## src/rtl/dma_cmd_pkg.sv

```systemverilog
package dma_cmd_pkg;
  localparam logic [3:0] OP_SET_IO   = 4'h0;
  localparam logic [3:0] OP_SET_ADDR = 4'h2;
  localparam logic [3:0] OP_GET_ADDR = 4'h3;
  localparam logic [3:0] OP_SET_CNT  = 4'h4;
  localparam logic [3:0] OP_GET_CNT  = 4'h5;
  localparam logic [3:0] OP_SET_MODE = 4'h7;
  localparam logic [3:0] OP_MASK     = 4'h9;
  localparam logic [3:0] OP_UNMASK   = 4'hA;
  localparam logic [3:0] OP_IDLE     = 4'hF;
  localparam int MODE_W        = 8;
  localparam int MODE_XFER_BIT = 2;
endpackage

```

## src/rtl/dma_cmd_seq.sv

```systemverilog
module dma_cmd_seq
  import dma_cmd_pkg::*;
#(
  parameter int CH_W   = 4,
  parameter int PTR_W  = 2,
  parameter int IO_B   = 2,
  parameter int ADDR_B = 3,
  parameter int CNT_B  = 2
) (
  input  logic             clk,
  input  logic             rst,
  input  logic             cmd_we,
  input  logic             exec_we,
  input  logic             exec_re,
  input  logic [7:0]       wdata,
  output logic [3:0]       op_q,
  output logic [CH_W-1:0]  ch_q,
  output logic [PTR_W-1:0] ptr_q,
  output logic             wr_io,
  output logic             wr_addr,
  output logic             wr_cnt,
  output logic             wr_mode,
  output logic             rd_go,
  output logic             mask_set,
  output logic             mask_clr
);
  logic [PTR_W-1:0] len;
  logic is_load, is_read, in_rng, wr_ok;

  always_comb begin
    case (op_q)
      OP_SET_IO:               len = PTR_W'(IO_B);
      OP_SET_ADDR, OP_GET_ADDR: len = PTR_W'(ADDR_B);
      OP_SET_CNT, OP_GET_CNT:  len = PTR_W'(CNT_B);
      OP_SET_MODE:             len = PTR_W'(1);
      default:                 len = '0;
    endcase
  end

  assign is_load = (op_q == OP_SET_IO) || (op_q == OP_SET_ADDR) ||
                   (op_q == OP_SET_CNT) || (op_q == OP_SET_MODE);
  assign is_read = (op_q == OP_GET_ADDR) || (op_q == OP_GET_CNT);
  assign in_rng  = (ptr_q < len);
  assign wr_ok   = exec_we && !cmd_we && in_rng;

  assign wr_io    = wr_ok && (op_q == OP_SET_IO);
  assign wr_addr  = wr_ok && (op_q == OP_SET_ADDR);
  assign wr_cnt   = wr_ok && (op_q == OP_SET_CNT);
  assign wr_mode  = wr_ok && (op_q == OP_SET_MODE);
  assign rd_go    = exec_re && !cmd_we;
  assign mask_set = cmd_we && (wdata[7:4] == OP_MASK);
  assign mask_clr = cmd_we && (wdata[7:4] == OP_UNMASK);

  always_ff @(posedge clk) begin
    if (rst) begin
      op_q  <= OP_IDLE;
      ch_q  <= '0;
      ptr_q <= '0;
    end else if (cmd_we) begin
      op_q  <= wdata[7:4];
      ch_q  <= wdata[CH_W-1:0];
      ptr_q <= '0;
    end else if (in_rng && ((exec_we && is_load) || (exec_re && is_read))) begin
      ptr_q <= ptr_q + 1'b1;
    end
  end
endmodule

```

## src/rtl/dma_chan_bank.sv

```systemverilog
module dma_chan_bank
  import dma_cmd_pkg::*;
#(
  parameter int NUM_CH = 16,
  parameter int CH_W   = 4,
  parameter int PTR_W  = 2,
  parameter int IO_W   = 16,
  parameter int ADDR_W = 24,
  parameter int CNT_W  = 16
) (
  input  logic                     clk,
  input  logic                     rst,
  input  logic [CH_W-1:0]          sel_ch,
  input  logic [CH_W-1:0]          mask_ch,
  input  logic [PTR_W-1:0]         byte_idx,
  input  logic [7:0]               wbyte,
  input  logic                     wr_io,
  input  logic                     wr_addr,
  input  logic                     wr_cnt,
  input  logic                     wr_mode,
  input  logic                     mask_set,
  input  logic                     mask_clr,
  output logic [NUM_CH*IO_W-1:0]   ch_ioport,
  output logic [NUM_CH*ADDR_W-1:0] ch_addr,
  output logic [NUM_CH*CNT_W-1:0]  ch_count,
  output logic [NUM_CH*MODE_W-1:0] ch_mode,
  output logic [NUM_CH-1:0]        ch_en
);
  localparam int IO_B   = IO_W / 8;
  localparam int ADDR_B = ADDR_W / 8;
  localparam int CNT_B  = CNT_W / 8;

  for (genvar g = 0; g < NUM_CH; g++) begin : g_ch
    logic              hit, mhit;
    logic [IO_W-1:0]   io_r;
    logic [ADDR_W-1:0] addr_r;
    logic [CNT_W-1:0]  cnt_r;
    logic [MODE_W-1:0] mode_r;
    logic              mask_r;

    assign hit  = (sel_ch == CH_W'(g));
    assign mhit = (mask_ch == CH_W'(g));

    always_ff @(posedge clk) begin
      if (rst) begin
        io_r   <= '0;
        addr_r <= '0;
        cnt_r  <= '0;
        mode_r <= '0;
        mask_r <= 1'b1;
      end else begin
        for (int b = 0; b < IO_B; b++)
          if (wr_io && hit && byte_idx == PTR_W'(b)) io_r[b*8 +: 8] <= wbyte;
        for (int b = 0; b < ADDR_B; b++)
          if (wr_addr && hit && byte_idx == PTR_W'(b)) addr_r[b*8 +: 8] <= wbyte;
        for (int b = 0; b < CNT_B; b++)
          if (wr_cnt && hit && byte_idx == PTR_W'(b)) cnt_r[b*8 +: 8] <= wbyte;
        if (wr_mode && hit) mode_r <= wbyte;
        if (mask_set && mhit) mask_r <= 1'b1;
        else if (mask_clr && mhit) mask_r <= 1'b0;
      end
    end

    assign ch_ioport[g*IO_W +: IO_W]       = io_r;
    assign ch_addr[g*ADDR_W +: ADDR_W]     = addr_r;
    assign ch_count[g*CNT_W +: CNT_W]      = cnt_r;
    assign ch_mode[g*MODE_W +: MODE_W]     = mode_r;
    assign ch_en[g] = !mask_r && mode_r[MODE_XFER_BIT];
  end
endmodule

```

## src/rtl/dma_rd_mux.sv

```systemverilog
module dma_rd_mux
  import dma_cmd_pkg::*;
#(
  parameter int NUM_CH = 16,
  parameter int CH_W   = 4,
  parameter int PTR_W  = 2,
  parameter int ADDR_W = 24,
  parameter int CNT_W  = 16
) (
  input  logic                     clk,
  input  logic                     rst,
  input  logic                     rd_go,
  input  logic [3:0]               op,
  input  logic [CH_W-1:0]          ch,
  input  logic [PTR_W-1:0]         ptr,
  input  logic [NUM_CH*ADDR_W-1:0] addr_all,
  input  logic [NUM_CH*CNT_W-1:0]  cnt_all,
  output logic [7:0]               rdata
);
  localparam int ADDR_B = ADDR_W / 8;
  localparam int CNT_B  = CNT_W / 8;

  logic [ADDR_W-1:0] a_sel;
  logic [CNT_W-1:0]  c_sel;
  logic [7:0]        nxt;

  assign a_sel = addr_all[ch*ADDR_W +: ADDR_W];
  assign c_sel = cnt_all[ch*CNT_W +: CNT_W];

  always_comb begin
    nxt = 8'h00;
    if (op == OP_GET_ADDR) begin
      for (int b = 0; b < ADDR_B; b++)
        if (ptr == PTR_W'(b)) nxt = a_sel[b*8 +: 8];
    end else if (op == OP_GET_CNT) begin
      for (int b = 0; b < CNT_B; b++)
        if (ptr == PTR_W'(b)) nxt = c_sel[b*8 +: 8];
    end
  end

  always_ff @(posedge clk) begin
    if (rst)        rdata <= 8'h00;
    else if (rd_go) rdata <= nxt;
  end
endmodule

```

## src/rtl/dma_cmd_prog.sv

```systemverilog
module dma_cmd_prog
  import dma_cmd_pkg::*;
#(
  parameter int NUM_CH = 16,
  parameter int IO_W   = 16,
  parameter int ADDR_W = 24,
  parameter int CNT_W  = 16
) (
  input  logic                     clk,
  input  logic                     rst,
  input  logic                     cmd_we,
  input  logic                     exec_we,
  input  logic                     exec_re,
  input  logic [7:0]               wdata,
  output logic [7:0]               rdata,
  output logic [NUM_CH*IO_W-1:0]   ch_ioport,
  output logic [NUM_CH*ADDR_W-1:0] ch_addr,
  output logic [NUM_CH*CNT_W-1:0]  ch_count,
  output logic [NUM_CH*MODE_W-1:0] ch_mode,
  output logic [NUM_CH-1:0]        ch_en
);
  localparam int CH_W   = $clog2(NUM_CH);
  localparam int IO_B   = IO_W / 8;
  localparam int ADDR_B = ADDR_W / 8;
  localparam int CNT_B  = CNT_W / 8;
  localparam int MAX_B  = (ADDR_B > IO_B) ? ((ADDR_B > CNT_B) ? ADDR_B : CNT_B)
                                           : ((IO_B > CNT_B) ? IO_B : CNT_B);
  localparam int PTR_W  = $clog2(MAX_B + 1);

  logic [3:0]       op_q;
  logic [CH_W-1:0]  ch_q;
  logic [PTR_W-1:0] ptr_q;
  logic wr_io, wr_addr, wr_cnt, wr_mode, rd_go, mask_set, mask_clr;

  dma_cmd_seq #(
    .CH_W(CH_W), .PTR_W(PTR_W), .IO_B(IO_B), .ADDR_B(ADDR_B), .CNT_B(CNT_B)
  ) u_seq (
    .clk(clk), .rst(rst), .cmd_we(cmd_we), .exec_we(exec_we), .exec_re(exec_re),
    .wdata(wdata), .op_q(op_q), .ch_q(ch_q), .ptr_q(ptr_q),
    .wr_io(wr_io), .wr_addr(wr_addr), .wr_cnt(wr_cnt), .wr_mode(wr_mode),
    .rd_go(rd_go), .mask_set(mask_set), .mask_clr(mask_clr)
  );

  dma_chan_bank #(
    .NUM_CH(NUM_CH), .CH_W(CH_W), .PTR_W(PTR_W),
    .IO_W(IO_W), .ADDR_W(ADDR_W), .CNT_W(CNT_W)
  ) u_bank (
    .clk(clk), .rst(rst), .sel_ch(ch_q), .mask_ch(wdata[CH_W-1:0]),
    .byte_idx(ptr_q), .wbyte(wdata),
    .wr_io(wr_io), .wr_addr(wr_addr), .wr_cnt(wr_cnt), .wr_mode(wr_mode),
    .mask_set(mask_set), .mask_clr(mask_clr),
    .ch_ioport(ch_ioport), .ch_addr(ch_addr), .ch_count(ch_count),
    .ch_mode(ch_mode), .ch_en(ch_en)
  );

  dma_rd_mux #(
    .NUM_CH(NUM_CH), .CH_W(CH_W), .PTR_W(PTR_W), .ADDR_W(ADDR_W), .CNT_W(CNT_W)
  ) u_rd (
    .clk(clk), .rst(rst), .rd_go(rd_go), .op(op_q), .ch(ch_q), .ptr(ptr_q),
    .addr_all(ch_addr), .cnt_all(ch_count), .rdata(rdata)
  );
endmodule

```

## config.mk

```make
export PLATFORM = sky130hd
export DESIGN_NAME = dma_cmd_prog
export DESIGN_NICKNAME = d
export VERILOG_FILES = /design/src/rtl/dma_cmd_pkg.sv /design/src/rtl/dma_cmd_seq.sv /design/src/rtl/dma_chan_bank.sv /design/src/rtl/dma_rd_mux.sv /design/src/rtl/dma_cmd_prog.sv
export SDC_FILE = /design/constraint.sdc
export NUM_CORES = 2
export LEC_CHECK = 0
export CORE_AREA = 2 2 419 421
export DETAILED_ROUTE_END_ITERATION = 16
export DIE_AREA = 0 0 421 423
export DONT_BUFFER_PORTS = 1
export GPL_TIMING_DRIVEN = 0
export PLACE_DENSITY = 0.41
export SYNTH_ARGS = -nofsm -noshare
export SYNTH_HDL_FRONTEND = slang
export SYNTH_SLANG_ARGS = --single-unit
```

## constraint.sdc

```tcl
create_clock -name clk -period 6.6 [get_ports clk]
set_input_delay 1.32 -clock clk [delete_from_list [all_inputs] [get_ports clk]]
set_output_delay 1.32 -clock clk [all_outputs]
set_load 0.01 [all_outputs]
```

==> results.cfg <==
[setup_path]
regToRegEndpoint = u_rd.rdata[4]
end_kind = register
critPathArrivalTime_ns = 5.15
path_class = register to register
critical_path_required_ns = 7.25
crit_path_start_kind = register
crit_fanout = 10
r2r_cells = 7
crit_start = u_seq.ch_q[3]
max_stage_delay_ns = 1.18
crit_buf_inv = 3
slowest_stage = o311ai_0
crit_end = u_rd.rdata[4]
cpMostUsedCell = buf_2
reg2reg_slack_ns = 2.10
r2r-start = u_seq.ch_q[3]
cp.depth = 7
worstPathCellList = buf_2 -> buf_1 -> buf_2 -> mux2i_1 -> nor2_1 -> o311ai_0 -> a31oi_1
critPathTopFamily = buffers and inverters

[floorplan]
row_count = 153
die_h_um = 423
core_area_mm2 = 0.173
ios = 1061
fp.dieW_um = 421
die_area_mm2 = 0.178
start_util = 0.257

[route]
drt-initial-drc-count = 4290
drt_pass1_iterations = 6
vias = 39000
ant_nets = 0
route.detailed.drc = 0
wirelength_um = 297000
wl_per_cell_um = 41.4
vias_per_cell = 5.45

[global_routing]
grt_pass1_wl_um = 381000
busiest_layer = met2
grt_max_degree = 17
grt_usage = 0.321
gr-usage-met3 = 0.114
grt_pass1_vias = 36200
antenna_found_initial = 20
grt_util_met2 = 0.557
use_met1 = 0.341
grt_overflow = 0

[power_and_ir_drop]
leakage_nw = 21.5
vdd_drop_max_v = 0.000264
finalPower_mw = 14.7
power_per_cell_area_mw_per_mm2 = 284

[yosys]
ys_ff_latch = 1058
synth_top_area_frac = 0.476
synthMostInstantiatedCell = dfxtp_1
syn_area_per_cell_um2 = 9.67
syn_nets = 4615
ys.flop_type = dfxtp_1
synth_edf_count = 0
synthTopCellsByArea = dfxtp_1 (48%), mux2i_1 (16%), mux4_2 (6.4%)
synthMuxAreaShare = 0.229
synth-simple-area-share = 0.180
synthTopCellsByCount = dfxtp_1 (1058), mux2i_1 (715), nor2_1 (681), nand2_1 (459), a21oi_1 (416)
synth_compound_area_frac = 0.0719
syn-cell-area_mm2 = 0.0445
synth_top_family_by_area = multiplexers
yosysTopAreaCell = dfxtp_1
synth_cells = 4598
synth_adder_area_share = 0.00113
yosys.area_share.xor_xnor = 0.000394
yosysWarnings = 0
yosysSeqAreaShare = 0.476
async_flop_share = 0
synth_cell_types = 57

[placement]
io_buffers = 0
dpl.hpwl_um = 231000
gp_congestion = 0.940

[cts]
path_clk_slew_ns = 0.06
cts_buffer_depth = 3
h-tree-depth = 4
clkLatencyLatePin_ns = 0.82
hold_buffers = 0
postCtsSetupRepairBufs = 0
cts_num_sinks = 1058
cts-resized-gates = 0
cts_root_buf = clkbuf_16
cts_tree = built
numCtsBuffers = 132

[finish]
nNetsFinal = 4751
area_delta_synth_final_pct = 16.4
drive_above_1_share = 0.122
finish.utilization = 0.299

[sta]
period_share = 0.682
max_freq_mhz = 222
setup_tns_ns = 0
fin_worst_skew_ns = 0.0457
slew_violations = 43
rsz0062_at_grt = no
hold_violations = 0
slew_headroom = -0.0296
period_minus_slack_ns = 4.50
setup_viol = 0
worst_slew_pin_slew_ns = 1.54

[worst_hold_path]
hold_depth = 2
hold_path.class = register to register

[flow_run]
maxCapViolations = 5

[outcome]
status = finished with violations
violations = max-capacitance violations, max-slew violations
==> report_power, final <==
part	total (mW)	switching [mW]	internal, mW	leakage (nW)
logic	0.885	0.743	0.143	10.9
clock network	7.41	3.21	4.20	2.11
registers	6.41	0.0144	6.39	8.52
total	14.7	3.97	10.7	21.5
==> worst min-delay path, stage by stage, from the launching register on <==
cell and delay [ns]:
dfxtp_1 0.33, o21ai_0 0.07, nand2_1 0.05
==> registers in the layout, indices dropped and copies added, names as in the netlist <==
register	count
u_seq.ptr_q	2
u_bank.g_ch.mask_r	16
u_bank.g_ch.cnt_r	256
u_rd.rdata	8
u_bank.g_ch.mode_r	128
u_bank.g_ch.addr_r	384
u_seq.op_q	4
u_seq.ch_q	4
u_bank.g_ch.io_r	256
==> metrics by stage <==
| stage | instances | worst slack [ns] | instance area, um2 | hold slack (ns) |
|---|---|---|---|---|
| 2_1_floorplan | 4598 | 3.69 | 44500 | 0.440 |
| 3_3_place_gp | 6923 | 1.74 | 47400 | 0.491 |
| 3_5_place_dp | 6925 | 2.20 | 47400 | 0.495 |
| 4_1_cts | 7156 | 2.18 | 51700 | 0.502 |
| 5_1_grt | 7159 | 2.07 | 51700 | 0.518 |
| 6_report | 7166 | 2.10 | 51800 | 0.498 |
==> cells in the final DEF (no fill, tap or decap), types with 18 or more instances in the layout <==
cell / Yosys / final
o22ai_1: 19 / 19
nand2_1: 459 / 459
a22oi_1: 24 / 24
nor2b_1: 31 / 31
clkinv_2: 0 / 19
dfxtp_1: 1058 / 1058
buf_2: 93 / 96
clkbuf_8: 0 / 26
mux2i_1: 715 / 715
a21oi_1: 416 / 416
nor2_1: 681 / 681
buf_1: 21 / 18
mux4_2: 126 / 126
nand3_1: 380 / 380
buf_4: 19 / 19
clkbuf_16: 0 / 135
o21ai_0: 29 / 29
nand3_4: 50 / 50
nand3_2: 30 / 30
clkbuf_1: 268 / 290
==> metal layers <==
layer	up-vias	wire, um
met3	515	29400
met5	-	37
li1	16300	-
met2	2258	146000
met4	6	17900
met1	19900	104000
==> final cells by class <==
| type | count | area (um2) |
|---|---|---|
| well taps | 2325 | 2910 |
| inverters | 7 | 26.3 |
| plain buffers | 411 | 1820 |
| repair buffers | 2 | 30.0 |
| fillers | 18300 | 121000 |
| multi-input cells | 3122 | 21500 |
| diodes | 10 | 25.0 |
| flip-flops and latches | 1058 | 21200 |
| clock buffers | 192 | 3850 |
| clock inverters | 39 | 449 |
==> how the worst min path moves through the flow <==
stage / startpoint / endpoint / slack, ns
final: u_bank.g_ch[5].mask_r / u_bank.g_ch[5].mask_r / 0.50
after global routing: u_bank.g_ch[14].mode_r[3] / u_bank.g_ch[14].mode_r[3] / 0.52
after CTS: u_bank.g_ch[11].mode_r[3] / u_bank.g_ch[11].mode_r[3] / 0.50
after detailed placement: u_bank.g_ch[11].mode_r[3] / u_bank.g_ch[11].mode_r[3] / 0.49
after global placement: u_bank.g_ch[12].mode_r[3] / u_bank.g_ch[12].mode_r[3] / 0.49
after floorplan: u_bank.g_ch[10].mask_r / u_bank.g_ch[10].mask_r / 0.44
==> cell families (layout without fill, tap and decap cells) <==
kind of cell	after synthesis	after routing
compound gates	561	561
xor+xnor	2	2
buf+inv	418	651
fa+ha+maj	4	4
flops	1058	1058
simple gates	1698	1698
other cells	0	10
mux	857	857
Power figures use the tool's default switching activity.
